### src/rtl/uart_sleep_ctl.sv
module uart_sleep_ctl #(
  parameter int DIV_W      = 16,
  parameter int MSR_W      = 4,
  parameter int SETTLE_CYC = 16
) (
  input  logic             clk,
  input  logic             rst_n,
  input  logic [3:0]       irq_code_in,
  input  logic [DIV_W-1:0] divisor,
  input  logic             sleep_en,
  input  logic [MSR_W-1:0] msr_delta,
  input  logic             rxd,
  input  logic             tx_load,
  input  logic             isr_rd,
  input  logic             msr_rd,
  input  logic             pump_hold_n,
  output logic             osc_en,
  output logic             pump_en,
  output logic             wake_irq,
  output logic [3:0]       irq_code
);

  localparam int CNT_W = $clog2(SETTLE_CYC + 1);
  localparam logic [CNT_W-1:0] CNT_LAST = CNT_W'(SETTLE_CYC - 1);

  typedef enum logic [1:0] {ST_RUN, ST_SLEEP, ST_SETTLE} st_t;

  st_t              state;
  logic [CNT_W-1:0] cnt;
  logic             woke, modem_hold;
  logic             rx_m, rx_s, rx_q;
  logic [MSR_W-1:0] msr_m, msr_s;

  always_ff @(posedge clk or negedge rst_n)
    if (!rst_n) begin
      rx_m <= 1'b0; rx_s <= 1'b0; rx_q <= 1'b0;
      msr_m <= '0;  msr_s <= '0;
    end else begin
      rx_m <= rxd;  rx_s <= rx_m; rx_q <= rx_s;
      msr_m <= msr_delta; msr_s <= msr_m;
    end

  wire idle_src    = irq_code_in[0];
  wire wake_evt    = (rx_s & ~rx_q) | tx_load | (|msr_s);
  wire can_sleep   = idle_src & ~wake_irq & (|divisor) & sleep_en &
                     ~(|msr_s) & ~modem_hold & ~rx_s & ~tx_load;
  wire settle_done = (state == ST_SETTLE) && (cnt == CNT_LAST);

  always_ff @(posedge clk or negedge rst_n)
    if (!rst_n) begin
      state <= ST_RUN;
      cnt   <= '0;
      woke  <= 1'b0;
    end else begin
      case (state)
        ST_RUN:   if (can_sleep) state <= ST_SLEEP;
        ST_SLEEP: if (wake_evt || !sleep_en) begin
          state <= ST_SETTLE;
          cnt   <= '0;
          woke  <= wake_evt;
        end
        ST_SETTLE: begin
          cnt <= cnt + 1'b1;
          if (settle_done) begin
            state <= ST_RUN;
            woke  <= 1'b0;
          end
        end
        default: state <= ST_RUN;
      endcase
    end

  always_ff @(posedge clk or negedge rst_n)
    if (!rst_n)                                 modem_hold <= 1'b0;
    else if (state == ST_SLEEP && (|msr_s))     modem_hold <= 1'b1;
    else if (msr_rd)                            modem_hold <= 1'b0;

  always_ff @(posedge clk or negedge rst_n)
    if (!rst_n)                                 wake_irq <= 1'b0;
    else if (settle_done && woke && sleep_en)   wake_irq <= 1'b1;
    else if (isr_rd && idle_src)                wake_irq <= 1'b0;

  assign osc_en   = (state != ST_SLEEP);
  assign pump_en  = ~pump_hold_n | osc_en;
  assign irq_code = idle_src ? 4'h1 : irq_code_in;


  sleep_entry_chk: assert property (@(posedge clk) disable iff (!rst_n)
    (state == ST_SLEEP && $past(state) == ST_RUN) |->
      $past(idle_src && sleep_en && (|divisor) && !wake_irq && !modem_hold));


  irq_after_settle_chk: assert property (@(posedge clk) disable iff (!rst_n)
    $rose(wake_irq) |-> $past(state == ST_SETTLE));


  awake_while_irq_chk: assert property (@(posedge clk) disable iff (!rst_n)
    wake_irq |-> state != ST_SLEEP);


  modem_block_chk: assert property (@(posedge clk) disable iff (!rst_n)
    (modem_hold && state == ST_RUN) |=> state != ST_SLEEP);


  disable_wake_chk: assert property (@(posedge clk) disable iff (!rst_n)
    (state == ST_SLEEP && !sleep_en) |=> state == ST_SETTLE);

endmodule

### config.mk
export PLATFORM = sky130hd
export DESIGN_NAME = uart_sleep_ctl
export DESIGN_NICKNAME = d
export VERILOG_FILES = /design/src/rtl/uart_sleep_ctl.sv
export SDC_FILE = /design/constraint.sdc
export NUM_CORES = 1
export LEC_CHECK = 0
export BUFFER_PORTS_ARGS = -buffer_cell sky130_fd_sc_hd__buf_2
export CORE_ASPECT_RATIO = 0.7
export CORE_UTILIZATION = 30
export DETAILED_ROUTE_END_ITERATION = 8
export GPL_TIMING_DRIVEN = 0
export PLACE_DENSITY = 0.55
export SLEW_MARGIN = 20
export SYNTH_ARGS = -nofsm -noshare
export SYNTH_HDL_FRONTEND = slang
export SYNTH_SLANG_ARGS = --single-unit
### constraint.sdc
create_clock -name clk -period 2.32 [get_ports clk]
set_clock_uncertainty 0.2 [all_clocks]
set_input_delay 0.348 -clock clk [delete_from_list [all_inputs] [get_ports clk]]
set_output_delay 0.348 -clock clk [all_outputs]
set_load 0.05 [all_outputs]
## Yosys cells after proc, flatten, opt, wreduce, memory -nomap -nowiden

Cells that the tools add are included.

| cells by class | value |
|---|---|
| add/subtract/negate cells | 1 |
| equal/unequal tests | 7 |
| multiplexer cells | 14 |
| bitwise logic cells | 18 |
| reductions and logical operators | 16 |

Operators with widths:

| kind | count |
|---|---|
| OR reduction 16 bit | 1 |
| case mux 5 bit (2 select lines) | 1 |
| AND 1 bit | 8 |
| inverter 1 bit | 7 |
| two-way mux 1 bit | 6 |
| two-way mux 2 bit | 3 |
| != test 2 bit (second input constant) | 3 |
| case mux 2 bit (3 select lines) | 1 |
| AND reduction 3 bit | 2 |
| nonzero test 2 bit | 3 |
| adder 5 x 1 -> 5 bit (second input constant) | 1 |
| == test 5 x 4 -> 1 bit (second input constant) | 1 |
| logical AND 1 bit | 5 |
| two-way mux 5 bit | 1 |
| two-way mux 4 bit | 1 |
| OR reduction 4 bit | 1 |
| OR 1 bit | 3 |
| == test 2 x 1 -> 1 bit (second input constant) | 1 |
| == test 2 bit (second input constant) | 1 |
| zero test 2 bit | 1 |
| != test 2 x 1 -> 1 bit (second input constant) | 1 |
| case mux 1 bit (2 select lines) | 1 |
| AND reduction 2 bit | 1 |
| zero test 1 bit | 1 |
| logical OR 1 bit | 1 |

| word-level totals | value |
|---|---|
| flip-flop bits (word level) | 21 |
| output and inout bits | 7 |
| word-level logic and storage cells | 66 |

## Longest topological paths before layout

| logic depth | value |
|---|---|
| depth in word-level cells | 10 |
| mapped depth | 6 |
| depth with buffers taken out | 6 |

## Least setup slack after synthesis

No wires, ideal clock.

| timing path | value |
|---|---|
| path type | register -> register |
| start point | register state[1] |
| end point | register cnt[0] |
| library setup time | 125 ps |
| arrival | 1370 ps |
| path slack | 625 ps |
| stages on the path, launching flop included | 6 |
| path buffers | 0 |
| period minus slack after synthesis | 1695 ps |
| path through | dfrtp_1 nor2b_4 inv_1 a31oi_4 nor2_2 mux2_4 |

| on the way | value |
|---|---|
| word-level cells in the longest chain between the ends | 3 |
| elaborated cells between the ends (all ways) | 6 |
| those cells by class | eq/ne (3); mux (1); reduce/logical (2) |

Ends and longest elaborated chain:

| item | RTL line | RTL |
|---|---|---|
| from (decl) | 28 | `st_t state;` |
| from (signal assigned) | 51 | `state <= ST_RUN;` |
| from (signal assigned) | 56 | `ST_RUN: if (can_sleep) state <= ST_SLEEP;` |
| from (signal assigned) | 58 | `state <= ST_SETTLE;` |
| == test 2 x 1 -> 1 bit or == test 2 bit (tied branches) | 55 | `case (state)` |
| != test 2 bit (no source line) or nonzero test 2 bit (tied branches) | -- |  |
| AND reduction 2 bit (no source line) | -- |  |
| to (signal assigned) | 63 | `cnt <= cnt + 1'b1;` |
| to (decl) | 29 | `logic [CNT_W-1:0] cnt;` |

Several ways; a longest one is shown, not always the timed one.
A chain may end at the register's enable or synchronous reset.

## Final worst setup path

| timing path | value |
|---|---|
| start point | register state[0] |
| end point | output port osc_en |

| on the way | value |
|---|---|
| word-level cells in the longest chain between the ends | 1 |

Ends and longest elaborated chain:

| item | RTL line | RTL |
|---|---|---|
| != test 2 x 1 -> 1 bit | 83 | `assign osc_en = (state != ST_SLEEP);` |
| to (decl) | 17 | `output logic osc_en,` |

Every way passes these cells.

==> flow_metrics.env <==
export IMPL_status="finished, final reports clean"
export IMPL_synth_cells=71
export IMPL_p_leak_nw=0.5838
export IMPL_r2r_end="cnt[4]"
export IMPL_grt_start_max_net_pins=22
export IMPL_die_x_um=66.58
export IMPL_rows=15
export IMPL_finalWorstSetupSlack_ns=0.5731
export IMPL_grt_pass1_wl_mm=2.849
export IMPL_cts_made_buffers=3
export IMPL_htree_levels=1
export IMPL_synthFlopType="dfrtp_1"
export IMPL_ys_seq_area_share_pct=60.00
export IMPL_syn_num_nets=105
export IMPL_crit_chain="nor2b_4 -> inv_1 -> buf_2"
export IMPL_drc=0
export IMPL_die_y_um=47.21
export IMPL_utilization_pct=46.67
export IMPL_start_util_pct=33.57
export IMPL_slew_violations=0
export IMPL_power_switching_uw=217.2
export IMPL_yosysTopAreaCell="dfrtp_1"
export IMPL_path_class="reg -> out"
export IMPL_hold_path_end="modem_hold"
export IMPL_arrival_ns=1.20
export IMPL_p_seq_share_pct=53.8
export IMPL_reg2reg_slack_ns=0.75
export IMPL_pwr_share_comb_pct=16.8
export IMPL_synthTopCellsByCount="dfrtp_1, nand2_1, nor2_1, nor2b_1"
export IMPL_ys_ff_latch=21
export IMPL_gp_congestion=0.6785
export IMPL_rsz0062_at_grt="false"
export IMPL_gr_usage_met1_pct=13.68
export IMPL_crit_path_start_kind="flop"
export IMPL_yosys_warnings=0
export IMPL_peakVddDrop_mv=0.2943
export IMPL_cell_internal_pwr_uw=604.4
export IMPL_hold_path_class="in -> reg"
export IMPL_dpl_cell_area_mm2=0.001109
export IMPL_clk_pin_slew_ns=0.08
export IMPL_dp_cells=143
export IMPL_cp_buffers_inverters=2
export IMPL_grt_use_met3_pct=5.340
export IMPL_yosysTopAreaCellShare_pct=60.00
export IMPL_synth_async_sr_flop_share_pct=100.0
export IMPL_synth_area_leaders="dfrtp_1, nor2b_1, nand2_1"
export IMPL_drt_wl_total_mm=1.580
export IMPL_cts_tree="yes"
export IMPL_rr_startpoint="cnt[0]"
export IMPL_overflow=0
export IMPL_use_met2_pct=23.23
export IMPL_grt_pass1_vias=715
export IMPL_period_minus_slack_ns=1.747
export IMPL_hold_depth=2
export IMPL_clk_latency_ns=0.26
export IMPL_hold_viol=0
export IMPL_io_buffers=38
export IMPL_synth_edff_count=0
export IMPL_n_fill_cell=255
export IMPL_fin_area_mm2=0.001217
export IMPL_n_antenna_cell=0
export IMPL_cts_buffer_depth=2
export IMPL_die_area_mm2=0.003143
export IMPL_critPathTopFamily="buffers and inverters"
export IMPL_cts_root_buf="clkbuf_8"
export IMPL_antenna_left=0
export IMPL_p_total_uw=821.5
export IMPL_syn_area_um2=875.8
export IMPL_num_vias=668
export IMPL_wire_per_inst_um=10.33
export IMPL_clkSinkCount=21
export IMPL_clkPwrFrac_pct=29.4
export IMPL_areaGrowthSynthToFinish_pct=39.00
export IMPL_fmax_mhz=572.4
export IMPL_drtIter0Drc=11
export IMPL_critical_path_max_fanout=4
export IMPL_syn_area_per_cell_um2=12.34
export IMPL_slew_headroom_pct=70.06
export IMPL_synth_most_common_cell="dfrtp_1"
export IMPL_vias_per_cell=4.366
export IMPL_dp_slack_ns=0.7379
export IMPL_core_area_mm2=0.002609
export IMPL_drive_above_1_share_pct=42.02
export IMPL_reg2reg_depth=4
export IMPL_top_usage_layer="met2"
export IMPL_antenna_found_initial=0
export IMPL_maxCapViolCount=0
export IMPL_io_pins=39
export IMPL_tightest_slew_ns=0.4490
export IMPL_min_delay_start="msr_rd"
export IMPL_switching_share_pct=26.43
export IMPL_crit_path_end_kind="output pin"
export IMPL_slowest_delay_ns=0.39
export IMPL_cp_slowest_cell="dfrtp_1"
export IMPL_track_usage_pct=12.72
export IMPL_firstDrtPassIters=4
export IMPL_dp_final_hpwl_mm=1.234
export IMPL_fin_crit_sh_pct=75.30
export IMPL_p_per_area_mw_per_mm2=674.8
export IMPL_setup_viol=0
export IMPL_final_cells=153
export IMPL_crit_required_ns=1.77
export IMPL_whs_ns=0.07671
export IMPL_fin_nets=154
export IMPL_yosys_cell_types_count=27
export IMPL_setup_tns_ns=0
==> area by class of cell <==
cell class	instances	area, um2	area share (%)
multi-input cells	44	322.8	26.52
repair buffers	44	250.2	20.55
clock inverters	1	7.507	0.6166
flip-flops and latches	21	525.5	43.17
well taps	34	42.54	3.494
inverters	4	15.01	1.233
plain buffers	2	12.51	1.028
clock buffers	3	41.29	3.392
==> layout by cell type, fill, tap and decap left out, drive strengths merged, types with 3 or more instances in the layout <==
cell / n
buf: 40
dfrtp: 21
nor2: 6
nor4: 5
inv: 4
nor2b: 6
dlygate4sd3: 6
clkbuf: 3
nand2: 8
==> worst max path at each step <==
stage | start | to | slack [ns] | depth (start not counted)
floorplan | state[1] | cnt[0] | 0.63 | 5
global placement | rx_s | cnt[0] | 0.75 | 4
detailed placement | state[1] | cnt[0] | 0.74 | 5
CTS | state[0] | osc_en | 0.56 | 3
global route | state[0] | osc_en | 0.53 | 3
finish | state[0] | osc_en | 0.57 | 3
==> sequential cells by signal, summed over array words and instances (netlist names) <==
name / cells
msr_s: 4
cnt: 5
modem_hold: 1
rx_m: 1
rx_q: 1
state: 2
rx_s: 1
wake_irq: 1
woke: 1
msr_m: 4
==> what timing repair did <==
| action | in CTS | in global routing |
|---|---|---|
| gates resized for setup | 0 | 0 |
| hold buffers | 6 | 0 |
| endpoints found under the hold margin | 26 | 0 |
| setup buffers | 0 | 0 |
==> cell families (layout without fill, tap and decap cells) <==
| logic type | Yosys count | count (layout) | synth area share [%] |
|---|---|---|---|
| XOR/XNOR | 2 | 2 | 2.000 |
| AO/OA/AOI/OAI | 7 | 7 | 7.572 |
| buffers and inverters | 6 | 54 | 3.142 |
| adder cells (fa/ha/maj) | 2 | 2 | 2.857 |
| AND/OR/NAND/NOR | 31 | 31 | 21.57 |
| flip-flops | 21 | 21 | 60.00 |
| multiplexers | 2 | 2 | 2.857 |
==> routing by layer <==
metal  share of wire (%)  wire [um]
met1                  45        706
met2                  49        775
met3                 5.5         87
met4                0.63         10
met5                   0          0
==> power groups by stage <==
stage | combinational, mW | clock [mW] | sequential [mW]
4_1_cts | 0.142 | 0.252 | 0.443
6_report | 0.138 | 0.241 | 0.442
2_1_floorplan | 0.0874 | 0 | 0.441
3_3_place_gp | 0.130 | 0 | 0.447
5_1_grt | 0.161 | 0.273 | 0.449
3_5_place_dp | 0.134 | 0 | 0.449
(Power assumes the default switching activity.)
